**src/rtl/fs_pkg.sv**
```systemverilog
package fs_pkg;

  typedef enum logic [2:0] {
    CAUSE_NONE  = 3'd0,
    CAUSE_LINK  = 3'd1,
    CAUSE_HBEAT = 3'd2,
    CAUSE_ALT   = 3'd3,
    CAUSE_VEL   = 3'd4,
    CAUSE_IDLE  = 3'd5,
    CAUSE_BOOT  = 3'd7
  } cause_e;

  // trigger vector bit order; bit i maps to cause code i+1
  localparam int unsigned TRIG_LINK  = 0;
  localparam int unsigned TRIG_HBEAT = 1;
  localparam int unsigned TRIG_ALT   = 2;
  localparam int unsigned TRIG_VEL   = 3;
  localparam int unsigned TRIG_IDLE  = 4;
  localparam int unsigned NUM_TRIG   = 5;

  localparam int unsigned FLT_W   = 32;
  localparam int unsigned EXP_LSB = 23;
  localparam int unsigned EXP_MSB = 30;

  function automatic logic is_nonfinite(input logic [FLT_W-1:0] w);
    return &w[EXP_MSB:EXP_LSB];
  endfunction

endpackage

```
**src/rtl/fs_tick_gen.sv**
```systemverilog
module fs_tick_gen #(
  parameter int unsigned DIV = 125000
) (
  input  logic clk_i,
  input  logic rst_ni,
  output logic tick_o
);

  localparam int unsigned CW = (DIV > 1) ? $clog2(DIV) : 1;
  localparam logic [CW-1:0] LAST = CW'(DIV - 1);

  logic [CW-1:0] cnt_q;
  logic          tick_q;

  always_ff @(posedge clk_i or negedge rst_ni) begin
    if (!rst_ni) begin
      cnt_q  <= '0;
      tick_q <= 1'b0;
    end else if (cnt_q == LAST) begin
      cnt_q  <= '0;
      tick_q <= 1'b1;
    end else begin
      cnt_q  <= cnt_q + 1'b1;
      tick_q <= 1'b0;
    end
  end

  assign tick_o = tick_q;

  generate
    if (DIV > 1) begin : g_tick_chk
      // ticks are single-cycle pulses (R2 timebase)
      assert_tick_single_R2: assert property (@(posedge clk_i) disable iff (!rst_ni)
        tick_o |=> !tick_o);
    end
  endgenerate

endmodule

```
**src/rtl/fs_timeout.sv**
```systemverilog
module fs_timeout #(
  parameter int unsigned LIMIT = 100
) (
  input  logic clk_i,
  input  logic rst_ni,
  input  logic tick_i,
  input  logic refresh_i,
  output logic expired_o
);

  localparam int unsigned CW = $clog2(LIMIT + 1);
  localparam logic [CW-1:0] LIM = CW'(LIMIT);

  logic [CW-1:0] cnt_q;

  always_ff @(posedge clk_i or negedge rst_ni) begin
    if (!rst_ni)                     cnt_q <= '0;
    else if (refresh_i)              cnt_q <= '0;
    else if (tick_i && cnt_q != LIM) cnt_q <= cnt_q + 1'b1;
  end

  assign expired_o = (cnt_q == LIM);

  // refresh restarts the count
  assert_refresh_clears_R2: assert property (@(posedge clk_i) disable iff (!rst_ni)
    refresh_i |=> !expired_o);
  // an expired timer stays expired until refreshed
  assert_expiry_sticky_R6: assert property (@(posedge clk_i) disable iff (!rst_ni)
    (expired_o && !refresh_i) |=> expired_o);

endmodule

```
**src/rtl/fs_range_check.sv**
```systemverilog
module fs_range_check
  import fs_pkg::*;
#(
  parameter int unsigned PERIOD  = 10,
  parameter int unsigned ALT_W   = 16,
  parameter int unsigned ALT_MAX = 12000
) (
  input  logic             clk_i,
  input  logic             rst_ni,
  input  logic             tick_i,
  input  logic [ALT_W-1:0] altitude_i,
  input  logic [FLT_W-1:0] vx_i,
  input  logic [FLT_W-1:0] vy_i,
  output logic             alt_fault_o,
  output logic             vel_fault_o
);

  localparam int unsigned PW = (PERIOD > 1) ? $clog2(PERIOD) : 1;
  localparam logic [PW-1:0] PLAST = PW'(PERIOD - 1);
  localparam logic [ALT_W-1:0] CEIL = ALT_W'(ALT_MAX);

  logic [PW-1:0] phase_q;
  logic          sample;
  logic          alt_q, vel_q;

  assign sample = tick_i && (phase_q == PLAST);

  always_ff @(posedge clk_i or negedge rst_ni) begin
    if (!rst_ni)     phase_q <= '0;
    else if (sample) phase_q <= '0;
    else if (tick_i) phase_q <= phase_q + 1'b1;
  end

  always_ff @(posedge clk_i or negedge rst_ni) begin
    if (!rst_ni) begin
      alt_q <= 1'b0;
      vel_q <= 1'b0;
    end else if (sample) begin
      alt_q <= (altitude_i > CEIL);
      vel_q <= is_nonfinite(vx_i) || is_nonfinite(vy_i);
    end
  end

  assign alt_fault_o = alt_q;
  assign vel_fault_o = vel_q;

  // faults move only at the periodic sample instant
  assert_alt_sampled_R4: assert property (@(posedge clk_i) disable iff (!rst_ni)
    !sample |=> $stable(alt_fault_o));
  assert_vel_sampled_R5: assert property (@(posedge clk_i) disable iff (!rst_ni)
    !sample |=> $stable(vel_fault_o));

endmodule

```
**src/rtl/fs_disarm_latch.sv**
```systemverilog
module fs_disarm_latch
  import fs_pkg::*;
(
  input  logic                clk_i,
  input  logic                rst_ni,
  input  logic [NUM_TRIG-1:0] trig_i,
  input  logic                rearm_i,
  output logic                disarm_o,
  output cause_e              cause_o
);

  logic   disarm_q;
  cause_e cause_q, cause_d;
  logic   any_trig;

  assign any_trig = |trig_i;

  // lowest trigger index has priority
  always_comb begin
    cause_d = CAUSE_NONE;
    for (int i = NUM_TRIG - 1; i >= 0; i--) begin
      if (trig_i[i]) cause_d = cause_e'(3'(i + 1));
    end
  end

  always_ff @(posedge clk_i or negedge rst_ni) begin
    if (!rst_ni) begin
      disarm_q <= 1'b1;
      cause_q  <= CAUSE_BOOT;
    end else if (!disarm_q) begin
      if (any_trig) begin
        disarm_q <= 1'b1;
        cause_q  <= cause_d;
      end
    end else if (rearm_i && !any_trig) begin
      disarm_q <= 1'b0;
      cause_q  <= CAUSE_NONE;
    end
  end

  assign disarm_o = disarm_q;
  assign cause_o  = cause_q;

  assert_cause_held_R7: assert property (@(posedge clk_i) disable iff (!rst_ni)
    (disarm_o && !rearm_i) |=> (disarm_o && $stable(cause_o)));
  assert_rearm_blocked_R9: assert property (@(posedge clk_i) disable iff (!rst_ni)
    (disarm_o && any_trig) |=> disarm_o);
  assert_trip_has_cause_R8: assert property (@(posedge clk_i) disable iff (!rst_ni)
    $rose(disarm_o) |-> (cause_o != CAUSE_NONE && cause_o != CAUSE_BOOT));
  assert_armed_clean_R9: assert property (@(posedge clk_i) disable iff (!rst_ni)
    !disarm_o |-> cause_o == CAUSE_NONE);

endmodule

```
**src/rtl/failsafe_supervisor.sv**
```systemverilog
module failsafe_supervisor
  import fs_pkg::*;
#(
  parameter int unsigned CLK_DIV     = 125000,
  parameter int unsigned LINK_MS     = 500,
  parameter int unsigned HBEAT_MS    = 100,
  parameter int unsigned IDLE_MS     = 30000,
  parameter int unsigned CHECK_MS    = 10,
  parameter int unsigned ALT_W       = 16,
  parameter int unsigned ALT_CEIL_CM = 12000
) (
  input  logic             clk_i,
  input  logic             rst_ni,
  input  logic             link_valid_i,
  input  logic             heartbeat_i,
  input  logic [ALT_W-1:0] altitude_cm_i,
  input  logic [31:0]      auto_vx_i,
  input  logic [31:0]      auto_vy_i,
  input  logic             motor_active_i,
  input  logic             manual_mode_i,
  input  logic [31:0]      pilot_vx_i,
  input  logic [31:0]      pilot_vy_i,
  input  logic             rearm_i,
  output logic             disarm_o,
  output logic [2:0]       cause_o,
  output logic [31:0]      vx_cmd_o,
  output logic [31:0]      vy_cmd_o
);

  localparam int unsigned NUM_TMR = 3;

  function automatic int unsigned tmr_limit(input int unsigned idx);
    case (idx)
      0:       return LINK_MS;
      1:       return HBEAT_MS;
      default: return IDLE_MS;
    endcase
  endfunction

  logic                tick;
  logic [NUM_TMR-1:0]  tmr_refresh, tmr_expired;
  logic                alt_fault, vel_fault;
  logic [NUM_TRIG-1:0] trig;
  cause_e              cause;

  fs_tick_gen #(.DIV(CLK_DIV)) u_tick (
    .clk_i  (clk_i),
    .rst_ni (rst_ni),
    .tick_o (tick)
  );

  assign tmr_refresh = {motor_active_i, heartbeat_i, link_valid_i};

  generate
    for (genvar g = 0; g < NUM_TMR; g++) begin : g_tmr
      fs_timeout #(.LIMIT(tmr_limit(g))) u_tmr (
        .clk_i     (clk_i),
        .rst_ni    (rst_ni),
        .tick_i    (tick),
        .refresh_i (tmr_refresh[g]),
        .expired_o (tmr_expired[g])
      );
    end
  endgenerate

  fs_range_check #(
    .PERIOD  (CHECK_MS),
    .ALT_W   (ALT_W),
    .ALT_MAX (ALT_CEIL_CM)
  ) u_range (
    .clk_i       (clk_i),
    .rst_ni      (rst_ni),
    .tick_i      (tick),
    .altitude_i  (altitude_cm_i),
    .vx_i        (auto_vx_i),
    .vy_i        (auto_vy_i),
    .alt_fault_o (alt_fault),
    .vel_fault_o (vel_fault)
  );

  always_comb begin
    trig             = '0;
    trig[TRIG_LINK]  = tmr_expired[0];
    trig[TRIG_HBEAT] = tmr_expired[1];
    trig[TRIG_ALT]   = alt_fault;
    trig[TRIG_VEL]   = vel_fault;
    trig[TRIG_IDLE]  = tmr_expired[2];
  end

  fs_disarm_latch u_latch (
    .clk_i    (clk_i),
    .rst_ni   (rst_ni),
    .trig_i   (trig),
    .rearm_i  (rearm_i),
    .disarm_o (disarm_o),
    .cause_o  (cause)
  );

  assign cause_o = cause;

  always_comb begin
    if (disarm_o) begin
      vx_cmd_o = '0;
      vy_cmd_o = '0;
    end else if (manual_mode_i) begin
      vx_cmd_o = pilot_vx_i;
      vy_cmd_o = pilot_vy_i;
    end else begin
      vx_cmd_o = auto_vx_i;
      vy_cmd_o = auto_vy_i;
    end
  end

  // a triggered source never leaves the block armed one cycle later
  assert_trigger_disarms_R2: assert property (@(posedge clk_i) disable iff (!rst_ni)
    (|trig) |=> disarm_o);

endmodule

```
**config.mk**
```make
export PLATFORM = sky130hd
export DESIGN_NAME = failsafe_supervisor
export DESIGN_NICKNAME = d
export VERILOG_FILES = /design/src/rtl/fs_pkg.sv /design/src/rtl/fs_tick_gen.sv /design/src/rtl/fs_timeout.sv /design/src/rtl/fs_range_check.sv /design/src/rtl/fs_disarm_latch.sv /design/src/rtl/failsafe_supervisor.sv
export SDC_FILE = /design/constraint.sdc
export NUM_CORES = 1
export LEC_CHECK = 0
export ABC_AREA = 1
export BUFFER_PORTS_ARGS = -buffer_cell sky130_fd_sc_hd__buf_2
export CORE_UTILIZATION = 47
export DETAILED_ROUTE_END_ITERATION = 16
export PLACE_DENSITY = 0.78
export SLEW_MARGIN = 40
export SYNTH_ARGS = -nofsm -noshare
export SYNTH_HDL_FRONTEND = slang
export SYNTH_SLANG_ARGS = --single-unit
```
**constraint.sdc**
```tcl
create_clock -name clk_i -period 1.78 [get_ports clk_i]
set_input_delay 0.356 -clock clk_i [delete_from_list [all_inputs] [get_ports clk_i]]
set_output_delay 0.356 -clock clk_i [all_outputs]
set_load 0.05 [all_outputs]
```
==> results of run 1 <==
-- final timing paths --
check / from / to / slack (ns) / cells past startpoint
worst max-delay path: u_latch.disarm_o$_DFF_PN1_ / vy_cmd_o[1] / -0.13 / 5
worst min-delay path: rst_ni / u_tick.cnt_q[12]$_DFF_PN0_ / 0.003 / 2
worst max register to register: g_tmr[2].u_tmr.cnt_q[1]$_DFFE_PN0P_ / g_tmr[2].u_tmr.cnt_q[9]$_DFFE_PN0P_ / 0.13 / 11
worst min register to register: u_range.phase_q[3]$_DFFE_PN0P_ / u_range.phase_q[3]$_DFFE_PN0P_ / 0.48 / 1
max in group asynchronous: rst_ni / u_latch.cause_o[2]$_DFFE_PN1P_ / 1.46 / 2
min in group clk_i: rearm_i / u_latch.disarm_o$_DFF_PN1_ / 0.25 / 2
-- state kept, by name, summed over array words and instances (netlist names) --
register	cells
u_range.vel_fault_o	1
u_latch.cause_o	3
g_tmr.u_tmr.cnt_q	31
u_range.alt_fault_o	1
u_range.phase_q	4
u_tick.cnt_q	17
u_latch.disarm_o	1
u_tick.tick_o	1
-- repair_timing --
item                       4_1_cts  5_1_grt
hold endpoints to repair         0        0
setup endpoints to repair       64       84
cloned                           1        2
pin swaps                        1        5
gates resized for setup        114       57
setup buffers                    1        4
-- layer usage --
metal | up-vias | part of all wire [%] | GRT usage [%]
met5 | - | 0 | 0
met4 | 0 | 1.6 | 8.36
met3 | 31 | 14 | 15.2
met2 | 298 | 44 | 50.5
met1 | 2734 | 41 | 48.2
li1 | 2720 | - | -
-- power groups by stage --
stage	logic (W)	clock network, W	registers, W
final	0.000477	0.00139	0.00135
after global routing	0.000511	0.00145	0.00135
after CTS	0.000451	0.00141	0.00135
after detailed placement	0.000440	0	0.00138
after global placement	0.000434	0	0.00138
after floorplan	0.000158	0	0.00138
-- final cells by class --
| cell class | count | area share (%) |
|---|---|---|
| clock buffers | 10 | 1.95 |
| clock inverters | 6 | 1.26 |
| inverters | 73 | 3.99 |
| multi-input cells | 536 | 45.9 |
| flip-flops and latches | 59 | 21.0 |
| well taps | 129 | 2.29 |
| repair buffers | 244 | 23.6 |
-- synth_stat cells (all sizes together) --
cell type / number
nor2: 191
nand2: 118
o21ai: 90
inv: 73
dfrtp: 55
nand3: 42
nand4: 32
clkbuf: 17
a21oi: 16
xor2: 15
nor3: 11
ha: 9
buf: 6
dfstp: 4
nand3b: 2
nor4: 2
o21bai: 2
o22ai: 2
a21boi: 1
and3: 1
o211ai: 1
or2: 1
-- kinds of logic after synthesis --
family | count (synthesis)
flops | 59
compound gates | 112
fa+ha+maj | 9
simple gates | 400
xor+xnor | 15
buf+inv | 96
-- critical path, cell delays in order, from the launching register on --
cell and delay, ns:
dfstp_2 0.39, inv_6 0.12, buf_16 0.18, o21ai_0 0.11
nor2_2 0.21, buf_6 0.20
-- per-stage QoR --
stage	util [%]	setup TNS (ns)	cells	power [W]	worst slack (ns)
final	76.0	-5.13	1057	0.00323	-0.132
after global routing	76.0	-8.00	1057	0.00332	-0.165
after CTS	73.9	-5.03	1051	0.00321	-0.124
after detailed placement	68.3	-3.83	1034	0.00182	-0.152
after global placement	68.3	-2.08	1034	0.00181	-0.132
after floorplan	-	-0.120	691	0.00154	-0.0120
==> flow_summary.ini, run 1 <==
[setup_path]
required_ns = 1.42
cp-start-kind = flop
cp_max_fo = 20
critPathKind = flop to output port
end_kind = output port
arrival_ns = 1.56

[power_and_ir_drop]
power_density_mw_per_mm2 = 457
power.leakage_nw = 3.41
sw_frac_of_total_pct = 27.2
pwr-share-seq_pct = 42.0
pwr-share-comb_pct = 14.8
power_frac_clock_pct = 43.2
power.internal_w = 0.00235
ir_drop_uv = 436
netSwitchingPower_w = 0.000876

[timing]
maxSlewViolCount = 0
worst_slack_ns = -0.132
post-route-min-period_ns = 1.91
setup_viol_count_final = 61
max_slew_margin_pct = 63.6
hold_viol_final = 0
fmax_ghz = 0.523
rsz0062_at_grt = yes
hold_ws_ns = 0.00304
worst_slew_pin_slew_ns = 0.541
finClkSkew_ns = 0.00907
fin_crit_sh_pct = 107

[yosys]
synth_top_family_by_area = simple AND/OR/NAND/NOR gates
synth-xor-area-share_pct = 2.90
yosysTopAreaCellShare_pct = 30.4
yosys_warnings = 0
post_synth_and_or_nand_nor_area_fraction_pct = 40.2
synth_adder_area_share_pct = 2.49
syn-cell-area_sq_mm = 0.00452
synth_area_leaders = dfrtp_1, nor2_1, nand2_1, o21ai_0, inv_1
ys_seq_area_share_pct = 32.7
synth_cell_types = 37
syn_area_per_cell_sq_um = 6.55
synthMuxAreaShare_pct = 0
syn_inst = 691
synth_top_area_cell = dfrtp_1
synth_nets = 851
synth_compound_area_share_pct = 13.5
ys_ff_latch = 59

[finish]
n_antenna_cell = 0
fillers = 711
nets = 1083
layout_commonest_cell = buf_2
drive_gt1_share_pct = 43.1
regArea_sq_mm = 0.00148
final_area_sq_mm = 0.00706
area_growth_pct = 56.0
final_cell_mix = buf_2, nor2_1, nand2_1
multi_input_area_sq_mm = 0.00324

[floorplan]
initial_core_util_pct = 48.7
dieArea_sq_mm = 0.0100
die_h_um = 100
core.rowCount = 35
fp.coreArea_sq_mm = 0.00928
die_w_um = 100
ioPinCount = 219

[global_routing]
grt_antenna_before_repair = 0
grt_usage_pct = 34.9
grt_pass1_wl_mm = 26.3
grt_pass1_vias = 5196
grt_max_degree = 60
grt-ovfl-total = 0

[route]
first_pass_iters = 5
wl_mm = 18.2
wire_per_inst_um = 17.2
ant_nets = 0
drc_errors = 0
route.detailed.vias_per_inst = 5.47
first_iter_violations = 379
via_count = 5783

[job]
cap_violations = 0

[placed_design]
place_area_sq_mm = 0.00634
hpwlAfterDp_mm = 13.6
numPortBuffers = 218
place_congestion = 0.926

[clocking]
cts.sinks = 59
path_clk_slew_ns = 0.07
clock_latency_ns = 0.35
cts_made_buffers = 9
cts_tree = yes
clk_path_buf_depth = 2
htree_levels = 3
cts_root_buf = clkbuf_8
cts.hold.buffers_added = 0

[status]
violations = setup timing
status = finished with violations

[min_path]
holdCritPathClass = input port to asynchronous set/reset pin
(Power assumes the default switching activity.)
==> run 2: changes to the inputs <==
Settings changed: RECOVER_POWER set to 25.
==> run 2 against run 1 <==
Net effect:
- the run still ends with setup timing left
- sequential share of layout area hardly changed
- die area stayed put
- global-route usage stayed put
- via count hardly changed
- register-to-register slack hardly changed
- sequential power hardly changed
- count of clock-buffer cells in the layout stayed put
- critical path type unchanged
- largest cell class unchanged
- largest power group unchanged
- highest routed layer unchanged
==> flow_summary.ini, run 2 (synthesized netlist as in run 1, its figures left out) <==
[status]
status = finished with violations
violations = setup timing

[timing]
setup_viol_count_final = 61
worst_slack_ns = -0.133
max_slew_margin_pct = 1.70
tns_ns = -5.19
maxSlewViolCount = 0
fmax_ghz = 0.523
finClkSkew_ns = 0.00948
rsz0062_at_grt = yes
worst_slew_pin_slew_ns = 1.47
hold_viol_final = 0
post-route-min-period_ns = 1.91
fin_crit_sh_pct = 107

[power_and_ir_drop]
power_frac_clock_pct = 43.3
power.internal_w = 0.00235
netSwitchingPower_w = 0.000878
pwr-share-seq_pct = 42.0
pwr-share-comb_pct = 14.7
power.leakage_nw = 3.41
ir_drop_uv = 436
sw_frac_of_total_pct = 27.2
total_power_w = 0.00322
power_density_mw_per_mm2 = 458

[setup_path]
critPathKind = flop to output port
crit_slowest_cell = dfstp_2
max_stage_delay_ns = 0.39
crit_family = buffers and inverters
required_ns = 1.42
crit_buf_inv = 3
cp-start-kind = flop
end_kind = output port
cp_max_fo = 20
path_cells = inv_6 -> buf_16 -> o21ai_0 -> nor2_2 -> buf_6
arrival_ns = 1.56

[finish]
final_cells = 1057
nets = 1083
top_regs = g_tmr.u_tmr.cnt_q x31, u_tick.cnt_q x17, u_range.phase_q x4
layout_commonest_cell = buf_2
largest_register_ffs = 31
top_register = g_tmr.u_tmr.cnt_q
n_antenna_cell = 0
drive_gt1_share_pct = 43.1
area_growth_pct = 55.7
final_cell_mix = buf_2, nor2_1, nand2_1

[route]
route.detailed.vias_per_inst = 5.47
first_pass_iters = 5
first_iter_violations = 381
wire_per_inst_um = 17.2
ant_nets = 0
via_count = 5784
wl_mm = 18.2
drc_errors = 0

[floorplan]
dieArea_sq_mm = 0.0100
initial_core_util_pct = 48.7
ioPinCount = 219
die_w_um = 100
fp.coreArea_sq_mm = 0.00928
core.rowCount = 35
die_h_um = 100

[job]
cap_violations = 0

[clocking]
cts_made_buffers = 9
cts_root_buf = clkbuf_8
htree_levels = 3
clk_path_buf_depth = 2
clock_latency_ns = 0.35
cts.hold.buffers_added = 0
cts_tree = yes
path_clk_slew_ns = 0.06
cts.sinks = 59

[global_routing]
grt_antenna_before_repair = 0
grt_usage_pct = 34.9
grt_pass1_wl_mm = 26.3
grt_max_degree = 60
grt-ovfl-total = 0
grt_pass1_vias = 5196

[placed_design]
place_ws_ns = -0.152
dp_cells = 1034
hpwlAfterDp_mm = 13.6
place_congestion = 0.926
numPortBuffers = 218

[min_path]
holdCritPathClass = input port to flop
-- run 2: changes by cell type in the layout (fill, tap and decap cells not counted), sizes merged --
cell    previous run  this run
clkbuf            13        14
buf              241       240
-- run 2: path summary, 6_finish.rpt --
kind,slack [ns],cells after the start,from,endpoint
setup / recovery,-0.13,5,u_latch.disarm_o$_DFF_PN1_,vy_cmd_o[1]
hold reg to reg,0.48,1,u_range.phase_q[3]$_DFFE_PN0P_,u_range.phase_q[3]$_DFFE_PN0P_
setup reg to reg,0.13,11,g_tmr[2].u_tmr.cnt_q[1]$_DFFE_PN0P_,g_tmr[2].u_tmr.cnt_q[9]$_DFFE_PN0P_
min in group asynchronous,0.44,2,rst_ni,u_tick.cnt_q[16]$_DFF_PN0_
hold / removal,0.25,2,rearm_i,u_latch.disarm_o$_DFF_PN1_
max in group asynchronous,0.46,2,rst_ni,g_tmr[0].u_tmr.cnt_q[4]$_DFFE_PN0P_
-- run 2: cell type report --
cell class | instances | area [sq um]
clock buffer | 10 | 138
clock inverter | 6 | 88.8
fill | 713 | 2240
inverter | 73 | 282
multi-input combinational | 536 | 3240
sequential | 59 | 1480
tap | 129 | 161
timing repair buffer | 244 | 1650
-- run 2: power groups by stage --
stage	logic [W]	registers (W)	clock network, W
6_report	0.000472	0.00135	0.00140
4_1_cts	0.000451	0.00135	0.00141
5_1_grt	0.000506	0.00135	0.00145
2_1_floorplan	0.000158	0.00138	0
3_3_place_gp	0.000434	0.00138	0
3_5_place_dp	0.000440	0.00138	0
-- run 2: what timing repair did --
action / 4_1_cts / 5_1_grt
pin swaps: 1 / 5
setup buffers: 1 / 4
resized for setup: 114 / 57
endpoints found under the setup margin: 64 / 84
cloned: 1 / 2
-- run 2: layer usage --
layer | global-route usage, % | routed length (um)
met1 | 48.2 | 7410
met5 | 0 | 0
met4 | 8.36 | 299
met2 | 50.5 | 7940
met3 | 15.2 | 2500
-- run 2: per-stage QoR --
step / hold WS [ns] / util [%] / instance area, sq um
after floorplan: 0.0604 / - / 4990
after global placement: 0.381 / 68.3 / 6340
after detailed placement: 0.387 / 68.3 / 6340
after CTS: 0.0142 / 73.9 / 6860
after global routing: 0.241 / 75.9 / 7040
final: 0.247 / 75.9 / 7040
